$ cat src/rtl/rxstat_pkg.sv
package rxstat_pkg;

    typedef enum logic [1:0] {
        ST_STARVING  = 2'b00,
        ST_HUNGRY    = 2'b01,
        ST_SATISFIED = 2'b10
    } flow_st_e;

    typedef enum logic [1:0] {
        SRC_FILL = 2'b00,
        SRC_USER = 2'b01,
        SRC_SAFE = 2'b10,
        SRC_ALT  = 2'b11
    } src_mode_e;

    // Map threshold comparison flags onto a flow code; almost-full wins.
    function automatic flow_st_e level_code(input logic at_af, input logic below_ae);
        if (at_af)         return ST_SATISFIED;
        else if (below_ae) return ST_STARVING;
        else               return ST_HUNGRY;
    endfunction

    // Reserved user code is treated as the most restrictive legal one.
    function automatic flow_st_e clean_user(input logic [1:0] raw);
        if (raw == 2'b11) return ST_SATISFIED;
        else              return flow_st_e'(raw);
    endfunction

    function automatic flow_st_e stricter(input flow_st_e a, input flow_st_e b);
        return (a > b) ? a : b;
    endfunction

endpackage

$ cat src/rtl/rxstat_eop_count.sv
module rxstat_eop_count #(
    parameter int CNT_W = 6
) (
    input  logic             clk,
    input  logic             rst,
    input  logic             eop_wr,
    input  logic             eop_rd,
    output logic [CNT_W-1:0] eop_cnt
);
    localparam logic [CNT_W-1:0] CNT_MAX = {CNT_W{1'b1}};

    always_ff @(posedge clk) begin
        if (rst) begin
            eop_cnt <= '0;
        end else if (eop_wr && !eop_rd && eop_cnt != CNT_MAX) begin
            eop_cnt <= eop_cnt + 1'b1;
        end else if (eop_rd && !eop_wr && eop_cnt != '0) begin
            eop_cnt <= eop_cnt - 1'b1;
        end
    end

    a_r4_count_up: assert property (@(posedge clk) disable iff (rst)
        (eop_wr && !eop_rd && eop_cnt != CNT_MAX) |=> eop_cnt == $past(eop_cnt) + 1'b1);
    a_r4_count_down: assert property (@(posedge clk) disable iff (rst)
        (eop_rd && !eop_wr && eop_cnt != '0) |=> eop_cnt == $past(eop_cnt) - 1'b1);
    a_r4_count_both: assert property (@(posedge clk) disable iff (rst)
        (eop_rd && eop_wr) |=> $stable(eop_cnt));
endmodule

$ cat src/rtl/rxstat_slot_status.sv
module rxstat_slot_status
    import rxstat_pkg::*;
#(
    parameter int LVL_W  = 10,
    parameter int NPORTS = 4,
    parameter int PORT_W = (NPORTS > 1) ? $clog2(NPORTS) : 1
) (
    input  logic                clk,
    input  logic                rst,
    input  logic [LVL_W-1:0]    fill_level,
    input  logic [LVL_W-1:0]    thr_ae,
    input  logic [LVL_W-1:0]    thr_af,
    input  logic                slot_strobe,
    input  logic [PORT_W-1:0]   slot_port,
    input  logic [2*NPORTS-1:0] user_status,
    input  logic [1:0]          src_mode,
    output logic [1:0]          slot_status
);
    flow_st_e  fill_st;
    flow_st_e  user_st;
    flow_st_e  next_st;
    flow_st_e  st_q;
    src_mode_e mode;
    logic [1:0] user_sel [NPORTS];

    for (genvar p = 0; p < NPORTS; p++) begin : g_user
        assign user_sel[p] = user_status[2*p +: 2];
    end

    assign mode    = src_mode_e'(src_mode);
    assign fill_st = level_code(fill_level >= thr_af, fill_level < thr_ae);
    assign user_st = clean_user(user_sel[slot_port]);

    always_comb begin
        unique case (mode)
            SRC_FILL: next_st = fill_st;
            SRC_USER: next_st = user_st;
            default:  next_st = stricter(user_st, fill_st);
        endcase
    end

    always_ff @(posedge clk) begin
        if (rst)              st_q <= ST_SATISFIED;
        else if (slot_strobe) st_q <= next_st;
    end

    assign slot_status = st_q;

    a_r9_no_reserved: assert property (@(posedge clk) disable iff (rst)
        slot_status != 2'b11);
    a_r8_hold: assert property (@(posedge clk) disable iff (rst)
        !slot_strobe |=> $stable(slot_status));
    a_r7_never_looser: assert property (@(posedge clk) disable iff (rst)
        (slot_strobe && src_mode[1]) |=> slot_status >= $past(fill_st));
    a_r6_user_pass: assert property (@(posedge clk) disable iff (rst)
        (slot_strobe && src_mode == 2'b01) |=> slot_status == $past(user_st));
endmodule

$ cat src/rtl/rxstat_gen.sv
module rxstat_gen
    import rxstat_pkg::*;
#(
    parameter int LVL_W  = 10,
    parameter int CNT_W  = 6,
    parameter int NPORTS = 4,
    parameter int PORT_W = (NPORTS > 1) ? $clog2(NPORTS) : 1
) (
    input  logic                clk,
    input  logic                rst,
    input  logic [LVL_W-1:0]    fill_level,
    input  logic [LVL_W-1:0]    thr_low,
    input  logic [LVL_W-1:0]    thr_ae,
    input  logic [LVL_W-1:0]    thr_af,
    input  logic                eop_wr,
    input  logic                eop_rd,
    input  logic                eop_dav_en,
    input  logic                slot_strobe,
    input  logic [PORT_W-1:0]   slot_port,
    input  logic [2*NPORTS-1:0] user_status,
    input  logic [1:0]          src_mode,
    output logic                data_avail,
    output logic [1:0]          slot_status
);
    logic [CNT_W-1:0] eop_cnt;
    logic             above_low;

    rxstat_eop_count #(.CNT_W(CNT_W)) u_eop (
        .clk     (clk),
        .rst     (rst),
        .eop_wr  (eop_wr),
        .eop_rd  (eop_rd),
        .eop_cnt (eop_cnt)
    );

    rxstat_slot_status #(.LVL_W(LVL_W), .NPORTS(NPORTS), .PORT_W(PORT_W)) u_slot (
        .clk         (clk),
        .rst         (rst),
        .fill_level  (fill_level),
        .thr_ae      (thr_ae),
        .thr_af      (thr_af),
        .slot_strobe (slot_strobe),
        .slot_port   (slot_port),
        .user_status (user_status),
        .src_mode    (src_mode),
        .slot_status (slot_status)
    );

    assign above_low  = fill_level > thr_low;
    assign data_avail = above_low || (eop_dav_en && eop_cnt != '0);

    a_r2_stored_eop: assert property (@(posedge clk) disable iff (rst)
        (eop_dav_en && eop_cnt != '0) |-> data_avail);
    a_r3_no_eop_mode: assert property (@(posedge clk) disable iff (rst)
        (!eop_dav_en && fill_level <= thr_low) |-> !data_avail);
endmodule

$ cat config.mk
export PLATFORM = sky130hd
export DESIGN_NAME = rxstat_gen
export DESIGN_NICKNAME = d
export VERILOG_FILES = /design/src/rtl/rxstat_pkg.sv /design/src/rtl/rxstat_eop_count.sv /design/src/rtl/rxstat_slot_status.sv /design/src/rtl/rxstat_gen.sv
export SDC_FILE = /design/constraint.sdc
export NUM_CORES = 1
export LEC_CHECK = 0
export BUFFER_PORTS_ARGS = -buffer_cell sky130_fd_sc_hd__buf_4
export CAP_MARGIN = 20
export CORE_MARGIN = 2
export CORE_UTILIZATION = 40
export DETAILED_ROUTE_END_ITERATION = 12
export HOLD_SLACK_MARGIN = 0.06
export PLACE_DENSITY = 0.74
export SLEW_MARGIN = 10
export SYNTH_ARGS = -nofsm -noshare
export SYNTH_HDL_FRONTEND = slang
export SYNTH_SLANG_ARGS = --single-unit
$ cat constraint.sdc
create_clock -name clk -period 2.45 [get_ports clk]
set_input_delay 0.1225 -clock clk [delete_from_list [all_inputs] [get_ports clk]]
set_output_delay 0.1225 -clock clk [all_outputs]
set_load 0.01 [all_outputs]
==> qor.yml, run 1 <==
pwr_density_cell_nw_per_um2: 405
synth-async-reset-ratio_pct: 0
floorplan.initialDensity_pct: 41.8
dp_hpwl_mm: 2.69
worst_path_most_repeated_cell: "sky130_fd_sc_hd__ha_1"
cts_tree: "yes"
hold_viol_final: 0
rrSetupSlack_ps: 330
ys_seq_elements: 8
ys.warnings.count: 0
synth.avg_cell_area_um2: 8.25
worstHoldPathCells: 2
placeableCoreArea_um2: 3340
dpl_worst_slack_ps: 64.0
grt_busiest_layer: "met2"
flow.area_growth_from_synthesis_pct: 38.2
timing.hold.worst.start: "rst"
finalClockSkew_ps: 2.66
buffers_plus_inverters_on_the_worst_setup_path: 2
grt_setup_unrepaired: "false"
use_met2_pct: 29.1
port-buffer-count: 60
grt_start_max_net_pins: 10
timing_worst_setup_path_type: "in2reg"
cpLargestDelayFamily: "compound AO/OA/AOI/OAI gates"
die_w_um: 63.0
groute.layer.met1.usage_pct: 19.8
ctsHtreeMaxLevel: 1
setup_ws_ps: 266
final.hold.worst_slack_ps: 113
cp.required_ps: 2590
final_nets: 330
rr_endpoint: "u_eop.eop_cnt[5]$_SDFFE_PP0P_"
timing.critical_path.fanout_max: 3
synth_enable_flop_cells: 0
insertedDiodeCount: 0
clock_tree.buffer_depth: 2
grt_pass1_vias: 1361
worst_setup_path_start_kind: "primary input"
clock_tree.root_cell: "sky130_fd_sc_hd__clkbuf_4"
floorplan.rows: 21
first_iter_violations: 25
total_leakage_power_uw: 0.00107
slowest_cell_on_crit_path: "sky130_fd_sc_hd__o41a_2"
netlist_instances: 169
clk_latency_ps: 250
num_io_pins: 61
clock.fmax_ghz: 0.458
min_period_over_period_pct: 89.1
worst_hold_path_endpoint: "u_eop.eop_cnt[0]$_SDFFE_PP0P_"
fin_setup_tns_ps: 0
cts-buffers-inserted: 3
cp.depth: 11
worst_hold_path_type: "in2reg"
initial_antenna_violation_count: 0
layout_common_cells: "sky130_fd_sc_hd__buf_4, sky130_fd_sc_hd__ha_1, sky130_fd_sc_hd__inv_1"
grt_pass1_wl_mm: 5.37
endpoint_arrival_time_on_the_critical_path_ps: 2320
route.detailed.vias_per_inst: 4.88
cts_resized: 0
synthDistinctLibCells: 40
grt_use_total_pct: 16.0
die-area_um2: 3970
place.gp.congestion: 0.852
route.vias.total: 1361
remaining_drc_errors: 0
numClockSinks: 8
grt_overflow_total: 0
ys_dominant_reg_cell: "sky130_fd_sc_hd__dfxtp_1"
r2r.worst_path.cells: 9
setup_viol: 0
finalWorstPathRequiredPeriod_ps: 2180
die-height_um: 63.0
critical-path-max-stage-delay_ps: 490
vdd.ir_drop.worst_v: 0.000426
drt-total-wl_mm: 3.08
use_met3_pct: 3.24
syn_area_um2: 1390
max_cap_violations: 0
final_layout_size_suffix_gt1_share_pct: 33.0
timing.critical_path.cells: "buf_4 > ha_1 > a211oi_2 > nor2_1 > o41a_2 > ha_1 > inv_1 > o221ai_1 > o21ai_0 > a41oi_2 > o2bb2ai_2"
seq_total_area_yosys_pct: 11.5
fillerInstances: 302
syn_nets: 264
setup.worst_path.end_class: "flop"
ant_nets: 0
drt-wirelength-per-cell_um: 11.1
initial_drt_pass_iterations: 4
finalMaxSlewViolations: 0
cts.hold.buffers_added: 0
slew-limit-headroom_pct: 76.9
leading_cell_type_in_the_layout_fill_and_taps_excluded: "sky130_fd_sc_hd__buf_4"
worst_setup_hold_path_clk_slew_ps: 50
crit-reg2reg-launch: "u_eop.eop_cnt[4]$_SDFFE_PP0P_"
status: "finished clean"
post_cts_setup_buffer_count: 0
tightest_slew_ps: 342
==> routing by layer <==
metal	up-vias	wire [µm]	share of wire, %
met3	4	174	5.6
met4	0	30	0.97
met1	588	1370	44
met2	37	1510	49
li1	732	-	-
met5	-	0	0
==> worst register-to-register path, stage by stage (launching register included) <==
cell and delay [ps]:
sky130_fd_sc_hd__dfxtp_1 390, sky130_fd_sc_hd__nand4_1 130, sky130_fd_sc_hd__o21ai_2 220, sky130_fd_sc_hd__ha_1 290, sky130_fd_sc_hd__a211oi_1 240, sky130_fd_sc_hd__o21bai_1 110, sky130_fd_sc_hd__a21oi_1 190, sky130_fd_sc_hd__mux2i_1 240
sky130_fd_sc_hd__xnor2_1 140, sky130_fd_sc_hd__nor2_1 60
==> through the flow <==
stage | cell area (µm²) | utilization (%) | power [µW] | instances
4_1_cts | 1930 | 57.7 | 790 | 279
2_1_floorplan | 1390 | - | 525 | 169
3_3_place_gp | 1900 | 57.0 | 674 | 276
5_1_grt | 1930 | 57.7 | 864 | 279
6_report | 1930 | 57.7 | 779 | 279
3_5_place_dp | 1900 | 57.0 | 681 | 276
==> worst max path at each step <==
stage,slack (ps),to,start
6_report,270,u_slot.slot_status[0]$_SDFFE_PP0P_,fill_level[7]
5_1_grt,150,u_slot.slot_status[0]$_SDFFE_PP0P_,fill_level[0]
4_1_cts,320,u_eop.eop_cnt[5]$_SDFFE_PP0P_,u_eop.eop_cnt[1]$_SDFFE_PP0P_
3_5_place_dp,60,u_slot.slot_status[0]$_SDFFE_PP0P_,fill_level[7]
3_3_place_gp,90,u_slot.slot_status[0]$_SDFFE_PP0P_,fill_level[7]
2_1_floorplan,270,u_slot.slot_status[0]$_SDFFE_PP0P_,thr_ae[7]
==> sequential cells by signal (all words and copies together), names as in the netlist <==
register,count
u_eop.eop_cnt,6
u_slot.slot_status,2
==> Yosys cell counts (2+ instances only) <==
cell	n	area, µm²
sky130_fd_sc_hd__a21oi_1	11	55.1
sky130_fd_sc_hd__mux2i_1	4	40.0
sky130_fd_sc_hd__dfxtp_1	8	160
sky130_fd_sc_hd__xnor2_1	5	43.8
sky130_fd_sc_hd__a21o_1	7	52.6
sky130_fd_sc_hd__nand3_1	3	15.0
sky130_fd_sc_hd__a31oi_1	2	12.5
sky130_fd_sc_hd__o21ai_0	4	20.0
sky130_fd_sc_hd__nand4_1	5	31.3
sky130_fd_sc_hd__ha_1	36	450
sky130_fd_sc_hd__a211oi_1	3	22.5
sky130_fd_sc_hd__nand2_1	8	30.0
sky130_fd_sc_hd__nor2_1	15	56.3
sky130_fd_sc_hd__a211oi_2	2	25.0
sky130_fd_sc_hd__inv_1	31	116
==> report_power, final <==
| part | internal [µW] | switching (µW) | leakage [µW] | total, µW |
|---|---|---|---|---|
| combinational | 263 | 220 | 0.000990 | 483 |
| clock | 56.0 | 44.2 | 0.0000138 | 100 |
| sequential | 163 | 33.1 | 0.0000660 | 196 |
==> cell type report <==
type	count	area [µm²]	area share (%)
multi-input combinational	128	1100	57.0
sequential	8	160	8.32
tap	46	57.6	2.99
inverter	32	121	6.30
clock buffer	3	22.5	1.17
timing repair buffer	62	465	24.2
==> logic make-up after synthesis <==
kind of cell / synth area share (%)
xor+xnor: 3.14
simple gates: 13.8
flops: 11.5
fa+ha+maj: 33.8
buf+inv: 9.69
compound gates: 21.7
mux: 6.37
Power figures use the tool's default switching activity.
==> run 2: changes to the inputs <==
Settings changed: CORE_MARGIN 2 to unset, HOLD_SLACK_MARGIN 0.06 to 0.1.
==> run 2 against run 1 <==
Non-clock buffer count stayed put; critical path depth stayed put; clock-buffer cell count stayed put; highest routed layer unchanged.
==> qor.yml, run 2 (synthesis results as in run 1) <==
timing_worst_setup_path_type: "in2reg"
critical-path-max-stage-delay_ps: 490
post_dp_cell_area_um2: 1900
die-area_um2: 3720
max_cap_violations: 0
grt_pass1_vias: 1285
cp.required_ps: 2580
total_leakage_power_uw: 0.00107
clk_latency_ps: 250
slowest_cell_on_crit_path: "sky130_fd_sc_hd__o41a_2"
dp_hpwl_mm: 2.66
worst_hold_path_type: "in2reg"
floorplan.initialDensity_pct: 41.8
grt_setup_unrepaired: "false"
port-buffer-count: 60
setup.worst_path.end_class: "flop"
initial_drt_pass_iterations: 4
cts.hold.buffers_added: 0
slew-limit-headroom_pct: 79.1
cp.depth: 11
r2r.worst_path.cells: 9
timing.critical_path.cells: "buf_4 > ha_1 > a211oi_2 > nor2_1 > o41a_2 > ha_1 > inv_1 > o221ai_1 > o21ai_0 > a41oi_2 > o2bb2ai_2"
flow.area_growth_from_synthesis_pct: 38.2
placeableCoreArea_um2: 3340
route.detailed.vias_per_inst: 4.86
worstHoldPathCells: 2
grt_pass1_wl_mm: 4.88
finalClockSkew_ps: 3.12
setup_viol: 0
insertedDiodeCount: 0
die_w_um: 61.0
setup_ws_ps: 271
clock.fmax_ghz: 0.459
final.hold.worst_slack_ps: 116
launch_point_of_the_worst_path: "fill_level[7]"
grt_overflow_total: 0
final_nets: 330
endpoint_arrival_time_on_the_critical_path_ps: 2310
hold_viol_final: 0
post_cts_setup_buffer_count: 0
leading_cell_type_in_the_layout_fill_and_taps_excluded: "sky130_fd_sc_hd__buf_4"
cts_resized: 0
initial_antenna_violation_count: 0
vdd.ir_drop.worst_v: 0.000471
min_period_over_period_pct: 88.9
cts_tree: "yes"
route.vias.total: 1356
timing.critical_path.fanout_max: 3
worst_path_most_repeated_cell: "sky130_fd_sc_hd__ha_1"
buffers_plus_inverters_on_the_worst_setup_path: 2
cts-buffers-inserted: 3
layout_common_cells: "sky130_fd_sc_hd__buf_4, sky130_fd_sc_hd__ha_1, sky130_fd_sc_hd__inv_1"
num_io_pins: 61
die-height_um: 61.0
tightest_slew_ps: 311
fillerInstances: 331
regMostFlops: "u_eop.eop_cnt"
worst_setup_path_start_kind: "primary input"
grt_start_max_net_pins: 10
remaining_drc_errors: 0
rrSetupSlack_ps: 360
floorplan.rows: 21
pwr_density_cell_nw_per_um2: 401
numClockSinks: 8
endpoint: "u_slot.slot_status[0]$_SDFFE_PP0P_"
drt-total-wl_mm: 2.99
cpLargestDelayFamily: "compound AO/OA/AOI/OAI gates"
rr_endpoint: "u_eop.eop_cnt[5]$_SDFFE_PP0P_"
finalInstanceArea_um2: 1930
fin_setup_tns_ps: 0
multi_input_comb_area_um2: 1100
ant_nets: 0
final_layout_size_suffix_gt1_share_pct: 33.0
clock_tree.root_cell: "sky130_fd_sc_hd__clkbuf_4"
worst_setup_hold_path_clk_slew_ps: 50
first_iter_violations: 23
clock_tree.buffer_depth: 2
reg_area_um2: 160
ctsHtreeMaxLevel: 1
largest_register_ffs: 6
finalMaxSlewViolations: 0
dpl_worst_slack_ps: 11.8
crit-reg2reg-launch: "u_eop.eop_cnt[1]$_SDFFE_PP0P_"
finalWorstPathRequiredPeriod_ps: 2180
grt_use_total_pct: 17.3
drt-wirelength-per-cell_um: 10.7
place.gp.congestion: 0.836
status: "finished clean"
[run 2: per-layer routing]
layer  wire length (µm)  part of all wire, %  track usage (%)
met5                  0                    0                0
met4                 16                 0.54             2.27
met3                196                  6.6             3.36
met2               1430                   48             33.7
met1               1340                   45             19.7
[run 2: worst min path at each step]
stage / startpoint / slack (ps) / to
2_1_floorplan: src_mode[0] / 280 / u_slot.slot_status[1]$_SDFFE_PP1P_
3_3_place_gp: rst / 370 / u_eop.eop_cnt[0]$_SDFFE_PP0P_
3_5_place_dp: rst / 380 / u_eop.eop_cnt[5]$_SDFFE_PP0P_
4_1_cts: rst / 110 / u_eop.eop_cnt[0]$_SDFFE_PP0P_
5_1_grt: rst / 120 / u_eop.eop_cnt[2]$_SDFFE_PP0P_
6_report: rst / 120 / u_eop.eop_cnt[0]$_SDFFE_PP0P_
[run 2: report_power, final]
group	internal [µW]	switching, µW	leakage [µW]
clock	55.7	39.9	0.0000138
combinational	263	216	0.000990
sequential	163	33.5	0.0000660
[run 2: worst reg2reg max path, delay by kind of cell (launching register included)]
family	cells	cell delay [ps]
muxes	1	230
xor gates and xnor gates	1	140
AOI/OAI and AO/OA	4	770
and+or+nand+nor	2	140
adders and majority gates	1	290
DFF	1	410
[run 2: final cells by class]
cell class | instances | area share [%]
Multi-Input combinational cell | 128 | 57.0
Timing Repair Buffer | 62 | 24.2
Sequential cell | 8 | 8.32
Inverter | 32 | 6.30
Tap cell | 46 | 2.99
Clock buffer | 3 | 1.17
[run 2: metrics by stage]
step / total power, µW / util [%] / std cells
final: 772 / 57.7 / 279
after global routing: 858 / 57.7 / 279
after CTS: 783 / 57.7 / 279
after detailed placement: 682 / 57.0 / 276
after global placement: 674 / 57.0 / 276
after floorplan: 525 / - / 169
==> run 3: changes to the inputs <==
Settings changed: MAX_ROUTING_LAYER set to met4, PLACE_DENSITY 0.74 to 0.73, SYNTH_HIERARCHICAL set to 1.
==> run 3 against run 2 <==
Critical path depth rose by 1; register-to-register slack got worse by 60 ps; routed wire length rose by 25%; power rose by 6.7%; die area rose by 6.6%; largest power group unchanged.
==> qor.yml, run 3 <==
floorplan.initialDensity_pct: 43.3
die-area_um2: 3970
fillerInstances: 310
grt_setup_unrepaired: "false"
insertedDiodeCount: 0
place.gp.congestion: 0.853
cts_resized: 0
synthDistinctLibCells: 54
timing_worst_setup_path_type: "in2reg"
cpLargestDelayFamily: "compound AO/OA/AOI/OAI gates"
hold_viol_final: 0
die-height_um: 63.0
synth-async-reset-ratio_pct: 0
route.detailed.vias_per_inst: 5.33
finalClockSkew_ps: 3.97
timing.hold.worst.start: "rst"
fin_setup_tns_ps: 0
synth.top_cells.by_count: "sky130_fd_sc_hd__ha_1, sky130_fd_sc_hd__inv_1, sky130_fd_sc_hd__a21oi_1"
ctsHtreeMaxLevel: 1
ys.warnings.count: 6
grt_overflow_total: 0
cp.required_ps: 2600
drt-wirelength-per-cell_um: 12.4
drt-total-wl_mm: 3.72
remaining_drc_errors: 0
grt_pass1_wl_mm: 6.51
final_nets: 350
syn_nets: 280
timing.critical_path.cells: "buf_4 > ha_1 > a211o_1 > a21oi_1 > o41a_1 > and2_1 > ha_1 > nor2_1 > o221ai_1 > o21a_1 > or3_1 > o221ai_1"
cts.hold.buffers_added: 0
grt_use_total_pct: 20.7
cts-buffers-inserted: 3
regMostFlops: "u_eop/eop_cnt"
vdd.ir_drop.worst_v: 0.000289
total_switching_power_uw: 310
seq_power_share_pct: 21.4
setup_viol: 0
core_occupancy_in_the_finished_layout_pct: 60.2
port-buffer-count: 60
route.vias.total: 1593
cts_tree: "yes"
numClockSinks: 8
clock_tree.root_cell: "sky130_fd_sc_hd__clkbuf_8"
max_cap_violations: 0
slowest_cell_on_crit_path: "sky130_fd_sc_hd__or3_1"
netlist_instances: 185
final_layout_size_suffix_gt1_share_pct: 32.4
ant_nets: 0
num_io_pins: 61
grt_pass1_vias: 1566
slew-limit-headroom_pct: 79.1
ys_dominant_reg_cell: "sky130_fd_sc_hd__dfxtp_1"
first_iter_violations: 69
leading_cell_type_in_the_layout_fill_and_taps_excluded: "sky130_fd_sc_hd__buf_4"
total_leakage_power_uw: 0.00112
flow.area_growth_from_synthesis_pct: 39.2
launch_point_of_the_worst_path: "fill_level[7]"
grt_start_max_net_pins: 14
tightest_slew_ps: 313
timing.critical_path.fanout_max: 3
worst_setup_hold_path_clk_slew_ps: 40
synth_top_area_share_pct: 30.3
buffers_plus_inverters_on_the_worst_setup_path: 1
final.hold.worst_slack_ps: 153
crit-reg2reg-launch: "u_eop/eop_cnt[5]$_SDFFE_PP0P_"
worst_setup_path_start_kind: "primary input"
setup.worst_path.end_class: "flop"
comb_power_share_pct: 58.7
synth_enable_flop_cells: 0
floorplan.rows: 21
endpoint_arrival_time_on_the_critical_path_ps: 2350
initial_drt_pass_iterations: 4
pwr_density_cell_nw_per_um2: 397
finalWorstPathRequiredPeriod_ps: 2200
dp_hpwl_mm: 3.24
placeableCoreArea_um2: 3440
synth_area_leader_cell: "sky130_fd_sc_hd__ha_1"
layout_common_cells: "sky130_fd_sc_hd__buf_4, sky130_fd_sc_hd__ha_1, sky130_fd_sc_hd__inv_1"
initial_antenna_violation_count: 0
synth.most_common_cell: "sky130_fd_sc_hd__ha_1"
die_w_um: 63.0
post_cts_setup_buffer_count: 0
yosys-top-cells-area: "sky130_fd_sc_hd__ha_1, sky130_fd_sc_hd__dfxtp_1, sky130_fd_sc_hd__inv_1"
status: "finished clean"
synth.avg_cell_area_um2: 8.05
clock_tree.buffer_depth: 2
seq_total_area_yosys_pct: 10.8
largest_register_ffs: 6
finalMaxSlewViolations: 0
syn_area_um2: 1490
clock_power_share_pct: 20.0
fraction_of_power_spent_switching_nets_pct: 37.6
clock.fmax_ghz: 0.456
p_int_uw: 514
worst_hold_path_type: "in2reg"
clk_latency_ps: 240
ys_seq_elements: 8
min_period_over_period_pct: 89.6
critical-path-max-stage-delay_ps: 340
-- run 3: cell types whose count changed after synthesis, moves of 4 or more --
cell                       before  now
sky130_fd_sc_hd__nor3_1         1    5
sky130_fd_sc_hd__a21o_1         7    2
sky130_fd_sc_hd__nand2b_1       1    6
sky130_fd_sc_hd__nor2_1        15    7
sky130_fd_sc_hd__mux2i_1        4    0
sky130_fd_sc_hd__xnor2_1        5    0
sky130_fd_sc_hd__a21oi_1       11   15
-- run 3: per-layer routing --
layer / up-vias / routed length [µm] / GRT usage [%]
li1: 820 / - / -
met5: - / 0 / -
met3: 7 / 194 / 3.47
met2: 53 / 1680 / 34.1
met4: 0 / 50 / 6.10
met1: 713 / 1790 / 25.7
-- run 3: path summary, 6_finish.rpt --
path / endpoint / slack, ps / cells after the start
hold reg to reg: u_slot/slot_status[0]$_SDFFE_PP0P_ / 530 / 2
setup / recovery: u_slot/slot_status[0]$_SDFFE_PP0P_ / 250 / 12
hold / removal: u_eop/eop_cnt[1]$_SDFFE_PP0P_ / 150 / 2
setup reg to reg: u_eop/eop_cnt[4]$_SDFFE_PP0P_ / 300 / 8
-- run 3: metrics by stage --
stage                     instance area (µm²)  total power (µW)  instances  setup slack (ps)
after global routing                     2070               902        299               115
final                                    2070               823        299               255
after floorplan                          1490               478        185               278
after global placement                   2030               646        296              94.4
after CTS                                2070               828        299               267
after detailed placement                 2030               656        296              20.5
-- run 3: area by class of cell --
type,count,area (µm²),area share (%)
Sequential cell,8,160,7.72
Timing Repair Buffer,66,495,23.9
Tap cell,46,57.6,2.78
Inverter,35,133,6.40
Multi-Input combinational cell,141,1190,57.2
Clock buffer,3,41.3,1.99
-- run 3: cells by family (layout without fill, tap and decap cells) --
family | count (synthesis) | after routing | share of synthesized area [%]
XOR/XNOR | 2 | 2 | 1.18
multiplexers | 2 | 2 | 3.28
buffers and inverters | 36 | 104 | 9.58
AO/OA/AOI/OAI | 51 | 51 | 25.3
AND/OR/NAND/NOR | 49 | 49 | 18.3
flip-flops | 8 | 8 | 10.8
adder cells (fa/ha/maj) | 37 | 37 | 31.6
-- run 3: power by group through the flow --
stage	clock (µW)	combinational [µW]	sequential, µW
after CTS	171	481	176
final	164	483	176
after detailed placement	0	478	178
after floorplan	0	287	190
after global routing	174	548	180
after global placement	0	468	178
